$ cat config.mk
export PLATFORM = sky130hd
export DESIGN_NAME = tokrd_top
export DESIGN_NICKNAME = d
export VERILOG_FILES = /design/src/rtl/tokrd_pkg.sv /design/src/rtl/tokrd_datapath.sv /design/src/rtl/tokrd_control.sv /design/src/rtl/tokrd_top.sv
export SDC_FILE = /design/constraint.sdc
export NUM_CORES = 1
export LEC_CHECK = 0
export BUFFER_PORTS_ARGS = -buffer_cell sky130_fd_sc_hd__buf_2
export CAP_MARGIN = 15
export CORE_UTILIZATION = 44
export CTS_CLUSTER_SIZE = 8
export DETAILED_ROUTE_END_ITERATION = 6
export GPL_ROUTABILITY_DRIVEN = 0
export MAX_ROUTING_LAYER = met4
export PLACE_DENSITY = 0.83
export SLEW_MARGIN = 20
export SYNTH_ARGS = -nofsm -noshare
export SYNTH_HDL_FRONTEND = slang
export SYNTH_SLANG_ARGS = --single-unit
$ cat constraint.sdc
create_clock -name clk -period 3.5 [get_ports clk]
set_input_delay 1.05 -clock clk [delete_from_list [all_inputs] [get_ports clk]]
set_output_delay 1.05 -clock clk [all_outputs]
set_load 0.02 [all_outputs]
$ cat src/rtl/tokrd_pkg.sv
package tokrd_pkg;
  typedef enum logic [1:0] {
    ST_IDLE = 2'd0,
    ST_WAIT = 2'd1,
    ST_SEND = 2'd2,
    ST_PASS = 2'd3
  } rdState_e;

  // strobes from control to datapath
  typedef struct packed {
    logic clearTok;
    logic armTok;
    logic load;
    logic advance;
  } dpCtrl_t;

  // status from datapath to control
  typedef struct packed {
    logic tokSeen;
    logic noEvents;
    logic lastWord;
  } dpStat_t;
endpackage

$ cat src/rtl/tokrd_datapath.sv
module tokrd_datapath
  import tokrd_pkg::*;
#(
  parameter int DATA_W          = 16,
  parameter int MAX_EVENTS      = 5,
  parameter int WORDS_PER_EVENT = 4,
  parameter int CNT_W           = 3,
  parameter int ADDR_W          = 5
) (
  input  logic              clk,
  input  logic              rstN,
  input  dpCtrl_t           ctrl,
  input  logic              tokenIn,
  input  logic [CNT_W-1:0]  eventCount,
  input  logic [DATA_W-1:0] memData,
  output dpStat_t           stat,
  output logic [ADDR_W-1:0] memAddr,
  output logic [DATA_W-1:0] busData
);
  localparam int TOT_W = ADDR_W + 1;
  localparam logic [CNT_W-1:0] MAX_CNT = CNT_W'(MAX_EVENTS);

  logic              tokPend;
  logic [CNT_W-1:0]  evClamp;
  logic [TOT_W-1:0]  totalWords;
  logic [ADDR_W-1:0] wordCnt;

  // saturate the stored-event count at the memory depth
  always_comb begin
    evClamp = (eventCount > MAX_CNT) ? MAX_CNT : eventCount;
  end

  // token latch: remembers an early token until conversion completes
  always_ff @(posedge clk or negedge rstN) begin
    if (!rstN) begin
      tokPend <= 1'b0;
    end else if (ctrl.clearTok) begin
      tokPend <= 1'b0;
    end else if (ctrl.armTok && tokenIn) begin
      tokPend <= 1'b1;
    end
  end

  // word counter and transfer length
  always_ff @(posedge clk or negedge rstN) begin
    if (!rstN) begin
      wordCnt    <= '0;
      totalWords <= '0;
    end else if (ctrl.load) begin
      wordCnt    <= '0;
      totalWords <= TOT_W'(evClamp) * TOT_W'(WORDS_PER_EVENT);
    end else if (ctrl.advance) begin
      wordCnt    <= wordCnt + 1'b1;
    end
  end

  always_comb begin
    stat.tokSeen  = tokPend || (ctrl.armTok && tokenIn);
    stat.noEvents = (evClamp == '0);
    stat.lastWord = ({1'b0, wordCnt} == (totalWords - 1'b1));
    memAddr       = wordCnt;
    busData       = ctrl.advance ? memData : '0;
  end

  // address never runs past the transfer length
  a_r4_addr_in_range: assert property (@(posedge clk) disable iff (!rstN)
    ctrl.advance |-> ({1'b0, wordCnt} < totalWords));

  // address steps by one while sending continues
  a_r4_addr_step: assert property (@(posedge clk) disable iff (!rstN)
    (ctrl.advance && !ctrl.load && !stat.lastWord) |=> (wordCnt == $past(wordCnt) + 1'b1));

  // loaded length never exceeds the memory depth
  a_r9_len_saturated: assert property (@(posedge clk) disable iff (!rstN)
    ctrl.load |=> (totalWords <= TOT_W'(MAX_EVENTS * WORDS_PER_EVENT)));
endmodule

$ cat src/rtl/tokrd_control.sv
module tokrd_control
  import tokrd_pkg::*;
(
  input  logic    clk,
  input  logic    rstN,
  input  logic    startReadout,
  input  logic    convDone,
  input  dpStat_t stat,
  output dpCtrl_t ctrl,
  output logic    busEn,
  output logic    busValid,
  output logic    tokenOut,
  output logic    idle
);
  rdState_e state, stateNext;
  logic     grant;

  assign grant = (state == ST_WAIT) && stat.tokSeen && convDone && !startReadout;

  always_comb begin
    stateNext = state;
    if (startReadout) begin
      stateNext = ST_WAIT;
    end else begin
      unique case (state)
        ST_IDLE: stateNext = ST_IDLE;
        ST_WAIT: if (grant) stateNext = stat.noEvents ? ST_PASS : ST_SEND;
        ST_SEND: if (stat.lastWord) stateNext = ST_PASS;
        ST_PASS: stateNext = ST_IDLE;
        default: stateNext = ST_IDLE;
      endcase
    end
  end

  always_ff @(posedge clk or negedge rstN) begin
    if (!rstN) state <= ST_IDLE;
    else       state <= stateNext;
  end

  always_comb begin
    ctrl.clearTok = startReadout || grant;
    ctrl.armTok   = (state == ST_WAIT);
    ctrl.load     = grant;
    ctrl.advance  = (state == ST_SEND);
    busEn         = (state == ST_SEND);
    busValid      = (state == ST_SEND);
    tokenOut      = (state == ST_PASS);
    idle          = (state == ST_IDLE);
  end

  // bus released while the token is handed on
  a_r5_no_bus_on_pass: assert property (@(posedge clk) disable iff (!rstN)
    tokenOut |-> !busEn);

  // token pulse is one cycle wide
  a_r5_single_pulse: assert property (@(posedge clk) disable iff (!rstN)
    tokenOut |=> !tokenOut);

  // idle after the token has gone, unless a new cycle starts
  a_r8_idle_after_pass: assert property (@(posedge clk) disable iff (!rstN)
    (tokenOut && !startReadout) |=> idle);

  // an idle chip stays idle without a start pulse
  a_r8_idle_holds: assert property (@(posedge clk) disable iff (!rstN)
    (idle && !startReadout) |=> (idle && !busEn && !tokenOut));

  // a transfer begins only once conversion was seen complete
  a_r7_send_after_conv: assert property (@(posedge clk) disable iff (!rstN)
    (busEn && !$past(busEn)) |-> $past(convDone));

  // start pulse always lands in the waiting state
  a_r2_start_waits: assert property (@(posedge clk) disable iff (!rstN)
    startReadout |=> (!idle && !busEn && !tokenOut));
endmodule

$ cat src/rtl/tokrd_top.sv
module tokrd_top
  import tokrd_pkg::*;
#(
  parameter int  DATA_W          = 16,
  parameter int  MAX_EVENTS      = 5,
  parameter int  WORDS_PER_EVENT = 4,
  localparam int CNT_W           = $clog2(MAX_EVENTS + 1),
  localparam int ADDR_W          = $clog2(MAX_EVENTS * WORDS_PER_EVENT)
) (
  input  logic              clk,
  input  logic              rstN,
  input  logic              startReadout,
  input  logic              convDone,
  input  logic [CNT_W-1:0]  eventCount,
  input  logic              tokenIn,
  output logic              tokenOut,
  output logic              busEn,
  output logic              busValid,
  output logic [DATA_W-1:0] busData,
  output logic [ADDR_W-1:0] memAddr,
  input  logic [DATA_W-1:0] memData,
  output logic              idle
);
  dpCtrl_t ctrl;
  dpStat_t stat;

  tokrd_control control_i (
    .clk          (clk),
    .rstN         (rstN),
    .startReadout (startReadout),
    .convDone     (convDone),
    .stat         (stat),
    .ctrl         (ctrl),
    .busEn        (busEn),
    .busValid     (busValid),
    .tokenOut     (tokenOut),
    .idle         (idle)
  );

  tokrd_datapath #(
    .DATA_W          (DATA_W),
    .MAX_EVENTS      (MAX_EVENTS),
    .WORDS_PER_EVENT (WORDS_PER_EVENT),
    .CNT_W           (CNT_W),
    .ADDR_W          (ADDR_W)
  ) datapath_i (
    .clk        (clk),
    .rstN       (rstN),
    .ctrl       (ctrl),
    .tokenIn    (tokenIn),
    .eventCount (eventCount),
    .memData    (memData),
    .stat       (stat),
    .memAddr    (memAddr),
    .busData    (busData)
  );

  // bus data is quiet whenever the driver is off
  a_r1_quiet_bus: assert property (@(posedge clk) disable iff (!rstN)
    !busEn |-> (busData == '0 && !busValid));
endmodule

[Word level (Yosys, flattened, before mapping)]
Cells that the tools add are included.
Storage, ports and cells
  bits in registers: 11
  bits of input ports: 24
  output and inout port bits: 25
  word-level logic and storage cells: 37
Operators by class
  $add $sub $neg: 2
  magnitude comparators: 1
  equal/unequal tests: 6
  muxes and demuxes: 11
  reductions and logical operators: 13
Operators with widths (count)
  16-bit two-way mux: 1
  5-bit two-way mux: 2
  5-bit by 6-bit equality test with 1-bit output: 1
  2-bit two-way mux: 3
  2-bit one-hot mux with 3 select lines: 1
  5-bit by 1-bit subtractor with 6-bit output, second input constant: 1
  5-bit by 1-bit adder with 5-bit output, second input constant: 1
  2-bit equality test, second input constant: 2
  1-bit logical AND: 4
  2-bit nonzero test: 2
  3-bit greater-than comparator, second input constant: 1
  3-bit logical NOT: 1
  1-bit two-way mux: 3
  3-bit two-way mux: 1
  3-bit by 2-bit != test with 1-bit output, second input constant: 1
  3-bit != test, second input constant: 1
  2-bit by 1-bit equality test with 1-bit output, second input constant: 1
  2-bit logical NOT: 1
  1-bit logical OR: 2
  2-bit AND reduction: 1
  2-bit OR reduction: 1
  1-bit logical NOT: 1

[Logic depth before layout (Yosys ltp)]
Gate-level depths: netlist (run 1).
  depth after elaboration: 9
  gate-level depth with buffers: 7

[Modules after synthesis]
A second synthesis (run 1) with hierarchy kept.
Unflattened totals
  cells, all modules: 85
  area, all modules: 794.5 sq um
By module, submodules not included
  tokrd_datapath: times used 1, cells an instance 61, area an instance 566.8 sq um
  tokrd_control: times used 1, cells an instance 24, area an instance 227.7 sq um

[Least setup slack after synthesis (run 1)]
OpenSTA, ideal clock, no wires.
  kind: reg-to-output
  from: register control_i.state[0]
  to: output busData[0]
  arrival: 1301 ps
  required time: 2450 ps
  slack: 1149 ps
  stages on the path, launching flop included: 5
  buffers on the path: 1
  path through: dfrtp_1 inv_1 ha_1 buf_2 and2_1
Between the ends
  word-level cells in the longest chain between the ends: 2
RTL lines
  from (decl): line tokrd_control.sv:15  | rdState_e state, stateNext;
  from (signal assigned): line tokrd_control.sv:37  | else state <= stateNext;
  2-bit equality test
  net busEn: line tokrd_top.sv:17  | output logic busEn,
  16-bit two-way mux: line tokrd_datapath.sv:62  | busData = ctrl.advance ? memData : '0;
  to (decl): line tokrd_top.sv:19  | output logic [DATA_W-1:0] busData,
The timed path passes the listed nets, and every way through them passes these cells.

[Final worst setup path (run 1)]
  from: register control_i.state[0]
  to: output busData[12]
Between the ends
  word-level cells in the longest chain between the ends: 2
RTL lines
  2-bit equality test: line tokrd_control.sv:44  | ctrl.advance = (state == ST_SEND);
  16-bit two-way mux: line tokrd_datapath.sv:62
No other way between the ends.

==> impl_metrics.csv, run 1 <==
group,metric,value,unit
job,cap_violations,0,
final_layout,area_delta_synth_final,35.5,%
yosys,syn_area_per_cell,9.52,µm²
power_and_ir_drop,p_leak,0.574,nW
power_and_ir_drop,p_seq_frac,0.324,
die,die_area,1900,µm²
final_layout,stdcell_area,1030,µm²
yosys,ys.flop_type,"dfrtp_1",
yosys,synth-edff-count,0,
grt,grt_overflow_total,0,
setup_path,endpoint_kind,"output pin",
grt,grt_usage,0.213,
route,vias_per_cell,4.82,
clock_tree,cts_resized,0,
die,die_y,43.6,µm
route,dr.pass1.iters,6,
sta,post-route-period-util,0.805,
place,io_buffer_count,48,
grt,grt_pass1_wl,2840,µm
power_and_ir_drop,power_frac_comb,0.560,
grt,antenna_found_initial,0,
yosys,syn-num-nets,110,
sta,maxSlewViolCount,0,
power_and_ir_drop,intPower,0.395,mW
power_and_ir_drop,peakVddDrop,0.000446,V
worst_hold_path,worst_hold_path.endpoint,"datapath_i.totalWords[4]$_DFFE_PN0N_",
yosys,synth_cells,80,
yosys,synth_cell_types,27,
setup_path,path_max_fanout,25,
die,chipWidth,43.6,µm
setup_path,cp_slowest_stage_delay,0.61,ns
die,rows,14,
route,via_count,699,
sta,tightest_slew,0.682,ns
worst_hold_path,hp-start,"datapath_i.totalWords[4]$_DFFE_PN0N_",
clock_tree,cts_root_buffer,"clkbuf_4",
clock_tree,cts_buffers,3,
setup_path,worst_ep_arrival_time,1.77,ns
route,wl_per_cell,11.9,µm
outcome,status,"finished with violations",
sta,rsz0062_at_grt,"false",
route,wl,1720,µm
power_and_ir_drop,pwr_density_cell,710,nW/µm²
final_layout,drive_above_1_share,0.426,
worst_hold_path,min_path_type,"reg2reg",
grt,grt_pass1_vias,650,
clock_tree,post-cts-setup-buffer-count,0,
die,core_area,1560,µm²
sta,hold_viol,0,
setup_path,crit_type,"reg2out",
sta,setup_violations,0,
grt,grt_max_degree,26,
die,num_io_pins,49,
die,start_util,0.489,
route,post-route-drc-count,1,
sta,final.min_clock_period,2.82,ns
setup_path,path_cells,"inv_1 > ha_1 > and2_1 > buf_2",
clock_tree,h-tree-depth,1,
route,drtIter0Drc,9,
clock_tree,cts_max_path_buffers,2,
final_layout,num_antenna_cells,0,
setup_path,r2r_end,"control_i.state[0]$_DFFE_PN0P_",
yosys,synth.ff_latch_count,11,
worst_hold_path,hold_depth,1,
clock_tree,cts_hold_buf,0,
yosys,yosysWarnings,0,
yosys,synth_area,762,µm²
setup_path,regToRegSetupSlack,1.74,ns
clock_tree,clock_sinks,11,
yosys,ys_seq_area_frac,0.361,
setup_path,start_kind,"register",
final_layout,fin_nets,160,
power_and_ir_drop,p_clk_frac,0.116,
sta,slew_headroom,0.545,
setup_path,worstPathRequired,2.45,ns
route,drtAntennaViolNets,0,
sta,finClkSkew,0.00859,ns
clock_tree,clk_pin_slew,0.07,ns
place,post_dp_cell_area,1010,µm²
power_and_ir_drop,power_switching,0.338,mW
sta,setup_tns,0,ns
power_and_ir_drop,sw_frac_of_total,0.461,
setup_path,worst-r2r-cell-count,5,
final_layout,nFillCells,136,
outcome,failed_checks,"design-rule violations",
setup_path,r2r-start,"control_i.state[0]$_DFFE_PN0P_",
setup_path,slowest_stage,"ha_1",
yosys,synthArstFlopShare,1.00,
clock_tree,cts_tree,"built",
final_layout,final_common_cell,"buf_2",
clock_tree,clkLatencyLatePin,0.27,ns
sta,clock.fmax,355,MHz
place,dpl.hpwl,1430,µm
final_layout,mostFrequentLayoutCells,"48 x buf_2, 16 x and2_1, 11 x dfrtp_1",
cell usage after synthesis (3+ instances only):
master / count / area share
and2_1: 16 / 0.13
xnor2_1: 3 / 0.034
a21oi_1: 3 / 0.020
mux2i_1: 3 / 0.039
dfrtp_1: 11 / 0.36
inv_1: 4 / 0.020
nor2_1: 6 / 0.030
ha_1: 6 / 0.099
xor2_1: 4 / 0.046
kinds of logic after synthesis:
kind of cell               count (synthesis)  share of synthesized area
and+or+nand+nor                           34                      0.264
AOI/OAI and AO/OA                         11                      0.100
DFF                                       11                      0.361
xor gates and xnor gates                   7                     0.0805
buffers and inverters                      7                     0.0410
adders and majority gates                  6                     0.0985
muxes                                      4                     0.0542
layout make-up:
cell class                 count  area [µm²]  area share
tap                           16        20.0      0.0194
sequential                    11         275       0.267
timing repair buffer          48         240       0.233
clock buffer                   4        26.3      0.0255
inverter                       4        15.0      0.0145
multi-input combinational     62         455       0.441
metrics by stage:
stage / utilization / hold slack [ns] / instances / total power [mW] / setup slack, ns
5_1_grt: 0.662 / 0.589 / 145 / 0.796 / 0.493
3_3_place_gp: 0.645 / 0.525 / 141 / 0.632 / 1.02
4_1_cts: 0.662 / 0.564 / 145 / 0.741 / 0.691
6_report: 0.662 / 0.558 / 145 / 0.733 / 0.684
3_5_place_dp: 0.645 / 0.548 / 141 / 0.654 / 0.987
2_1_floorplan: - / 0.503 / 80 / 0.540 / 1.15
flip-flops by register name, indices dropped and copies added, names as in the netlist:
register,flops
control_i.state,2
datapath_i.memAddr,5
datapath_i.tokPend,1
datapath_i.totalWords,3
power groups by stage:
stage / Sequential (mW) / Combinational [mW] / Clock [mW]
finish: 0.237 / 0.410 / 0.0853
global route: 0.246 / 0.454 / 0.0955
detailed placement: 0.241 / 0.413 / 0
CTS: 0.238 / 0.415 / 0.0885
floorplan: 0.256 / 0.284 / 0
global placement: 0.233 / 0.399 / 0
critical path, delay by kind of cell, from the launching register on:
| kind | cells | cell delay, ns |
|---|---|---|
| adder cells (fa/ha/maj) | 1 | 0.61 |
| buffers and inverters | 2 | 0.27 |
| flip-flops | 1 | 0.40 |
| AND/OR/NAND/NOR | 1 | 0.22 |
metal layers:
layer  share of wire  routed length (µm)  global-route usage
met5               0                   0                   -
met4          0.0087                  15              0.0563
met3           0.038                  66              0.0750
met2            0.56                 964               0.364
met1            0.39                 676               0.232
worst max path at each step:
stage | startpoint | to | slack [ns] | depth (start not counted)
6_report | control_i.state[0]$_DFFE_PN0P_ | busData[12] | 0.68 | 4
5_1_grt | control_i.state[0]$_DFFE_PN0P_ | busData[10] | 0.49 | 4
4_1_cts | control_i.state[0]$_DFFE_PN0P_ | busData[12] | 0.69 | 4
3_5_place_dp | control_i.state[0]$_DFFE_PN0P_ | busData[3] | 0.99 | 4
3_3_place_gp | memData[11] | busData[11] | 1.02 | 3
2_1_floorplan | control_i.state[0]$_DFFE_PN0P_ | busData[0] | 1.15 | 4
No activity file was read; power rests on OpenSTA's default activity.
==> inputs of run 2 (changes only) <==
- CORE_UTILIZATION: 44 -> 37
- PLACE_DENSITY: 0.83 -> 0.74
- clock period: 3.5 -> 2.3 ns (I/O delays scaled with it)
==> impl_metrics.csv, run 2 (synthesis gave the netlist of run 1 again) <==
group,metric,value,unit
outcome,status,"finished, final reports clean",
route,via_count,745,
clock_tree,cts_buffers,3,
sta,tightest_slew,0.255,ns
die,rows,16,
setup_path,path_max_fanout,19,
setup_path,crit_type,"reg2out",
final_layout,largest_reg_flops,5,
sta,setup_tns,0,ns
route,wl,1720,µm
die,num_io_pins,49,
power_and_ir_drop,peakVddDrop,0.000475,V
clock_tree,cts_hold_buf,0,
power_and_ir_drop,power_switching,0.519,mW
final_layout,multi_input_area,458,µm²
sta,clock.fmax,466,MHz
final_layout,final_common_cell,"buf_2",
place,post_dp_cell_area,1030,µm²
clock_tree,cts_root_buffer,"clkbuf_4",
route,wl_per_cell,10.9,µm
setup_path,slowest_stage,"dfrtp_1",
power_and_ir_drop,intPower,0.612,mW
power_and_ir_drop,power_frac_comb,0.562,
worst_hold_path,min_path_type,"in2async",
setup_path,worst_ep_arrival_time,1.45,ns
setup_path,cp_slowest_stage_delay,0.40,ns
sta,final.min_clock_period,2.14,ns
final_layout,nFillCells,186,
grt,grt_pass1_vias,641,
final_layout,fin_nets,162,
power_and_ir_drop,p_seq_frac,0.319,
job,cap_violations,0,
sta,setup_violations,0,
final_layout,mostFrequentLayoutCells,"48 x buf_2, 16 x and2_1, 11 x dfrtp_1",
route,dr.pass1.iters,4,
clock_tree,cts_max_path_buffers,2,
die,start_util,0.392,
final_layout,area_delta_synth_final,39.6,%
power_and_ir_drop,pwr_density_cell,1060,nW/µm²
setup_path,path_cells,"inv_1 > ha_2 > and2_1 > buf_2",
grt,antenna_found_initial,0,
setup_path,start_kind,"register",
die,die_y,47.4,µm
clock_tree,clk_pin_slew,0.07,ns
setup_path,r2r_end,"control_i.state[0]$_DFFE_PN0P_",
clock_tree,h-tree-depth,1,
sta,finClkSkew,0.00439,ns
place,dp.cells,154,
clock_tree,post-cts-setup-buffer-count,0,
route,vias_per_cell,4.72,
setup_path,path_delay_family,"flip-flops",
clock_tree,clock_sinks,11,
setup_path,r2r-start,"datapath_i.totalWords[2]$_DFFE_PN0N_",
die,die_area,2240,µm²
sta,finalWorstSetupSlack,0.155,ns
setup_path,crit_buf_inv,2,
place,preCtsSetupSlack,0.320,ns
die,core_area,1940,µm²
route,post-route-drc-count,0,
final_layout,finalNonFillerCells,158,
grt,grt_overflow_total,0,
final_layout,num_antenna_cells,0,
setup_path,regToRegSetupSlack,0.67,ns
grt,grt_usage,0.168,
clock_tree,cts_resized,0,
route,drtAntennaViolNets,0,
power_and_ir_drop,p_leak,0.583,nW
sta,slew_headroom,0.830,
setup_path,worst-r2r-cell-count,7,
sta,maxSlewViolCount,0,
clock_tree,cts_tree,"built",
final_layout,stdcell_area,1060,µm²
sta,hold_viol,0,
place,io_buffer_count,48,
power_and_ir_drop,sw_frac_of_total,0.459,
sta,post-route-period-util,0.933,
sta,rsz0062_at_grt,"false",
die,chipWidth,47.4,µm
clock_tree,clkLatencyLatePin,0.28,ns
grt,grt_max_degree,20,
route,drtIter0Drc,7,
setup_path,endpoint_kind,"output pin",
final_layout,drive_above_1_share,0.443,
power_and_ir_drop,p_clk_frac,0.119,
final_layout,regArea,275,µm²
place,dpl.hpwl,1400,µm
setup_path,worstPathRequired,1.61,ns
grt,grt_pass1_wl,2500,µm
==> run 2: changes by cell type in the layout (fill, tap and decap cells not counted) <==
| cell | change |
|---|---|
| ha_1 | -1 |
| ha_2 | +1 |
| buf_4 | +2 |
==> run 2: power groups by stage <==
stage          registers [mW]  clock network (mW)  logic, mW
2_1_floorplan           0.390                   0      0.433
3_3_place_gp            0.358                   0      0.618
3_5_place_dp            0.363                   0      0.640
4_1_cts                 0.361               0.139      0.642
5_1_grt                 0.370               0.144      0.716
6_report                0.361               0.135      0.635
==> run 2: cell type report <==
type,instances,share of cell area
Clock buffer,4,0.0247
Inverter,4,0.0141
Multi-Input combinational cell,62,0.431
Sequential cell,11,0.259
Tap cell,27,0.0318
Timing Repair Buffer,50,0.240
==> run 2: metrics by stage <==
| stage | total power, mW | hold slack [ns] | utilization |
|---|---|---|---|
| 6_report | 1.13 | 0.270 | 0.548 |
| 5_1_grt | 1.23 | 0.291 | 0.548 |
| 4_1_cts | 1.14 | 0.273 | 0.546 |
| 3_5_place_dp | 1.00 | 0.549 | 0.533 |
| 3_3_place_gp | 0.976 | 0.536 | 0.533 |
| 2_1_floorplan | 0.822 | 0.394 | - |
==> run 2: worst max path at each step <==
| stage | start | endpoint | depth (start not counted) |
|---|---|---|---|
| global placement | control_i.state[0]$_DFFE_PN0P_ | busData[12] | 4 |
| finish | control_i.state[0]$_DFFE_PN0P_ | busData[12] | 4 |
| CTS | control_i.state[0]$_DFFE_PN0P_ | busData[12] | 4 |
| floorplan | control_i.state[0]$_DFFE_PN0P_ | busData[0] | 4 |
| detailed placement | control_i.state[0]$_DFFE_PN0P_ | busData[12] | 4 |
| global route | control_i.state[0]$_DFFE_PN0P_ | busData[12] | 4 |
==> run 2: layer usage <==
layer	global-route usage	part of all wire	vias up
li1	-	-	368
met5	-	0	-
met1	0.182	0.43	333
met3	0.0231	0.080	4
met4	0.0857	0.016	0
met2	0.293	0.47	40
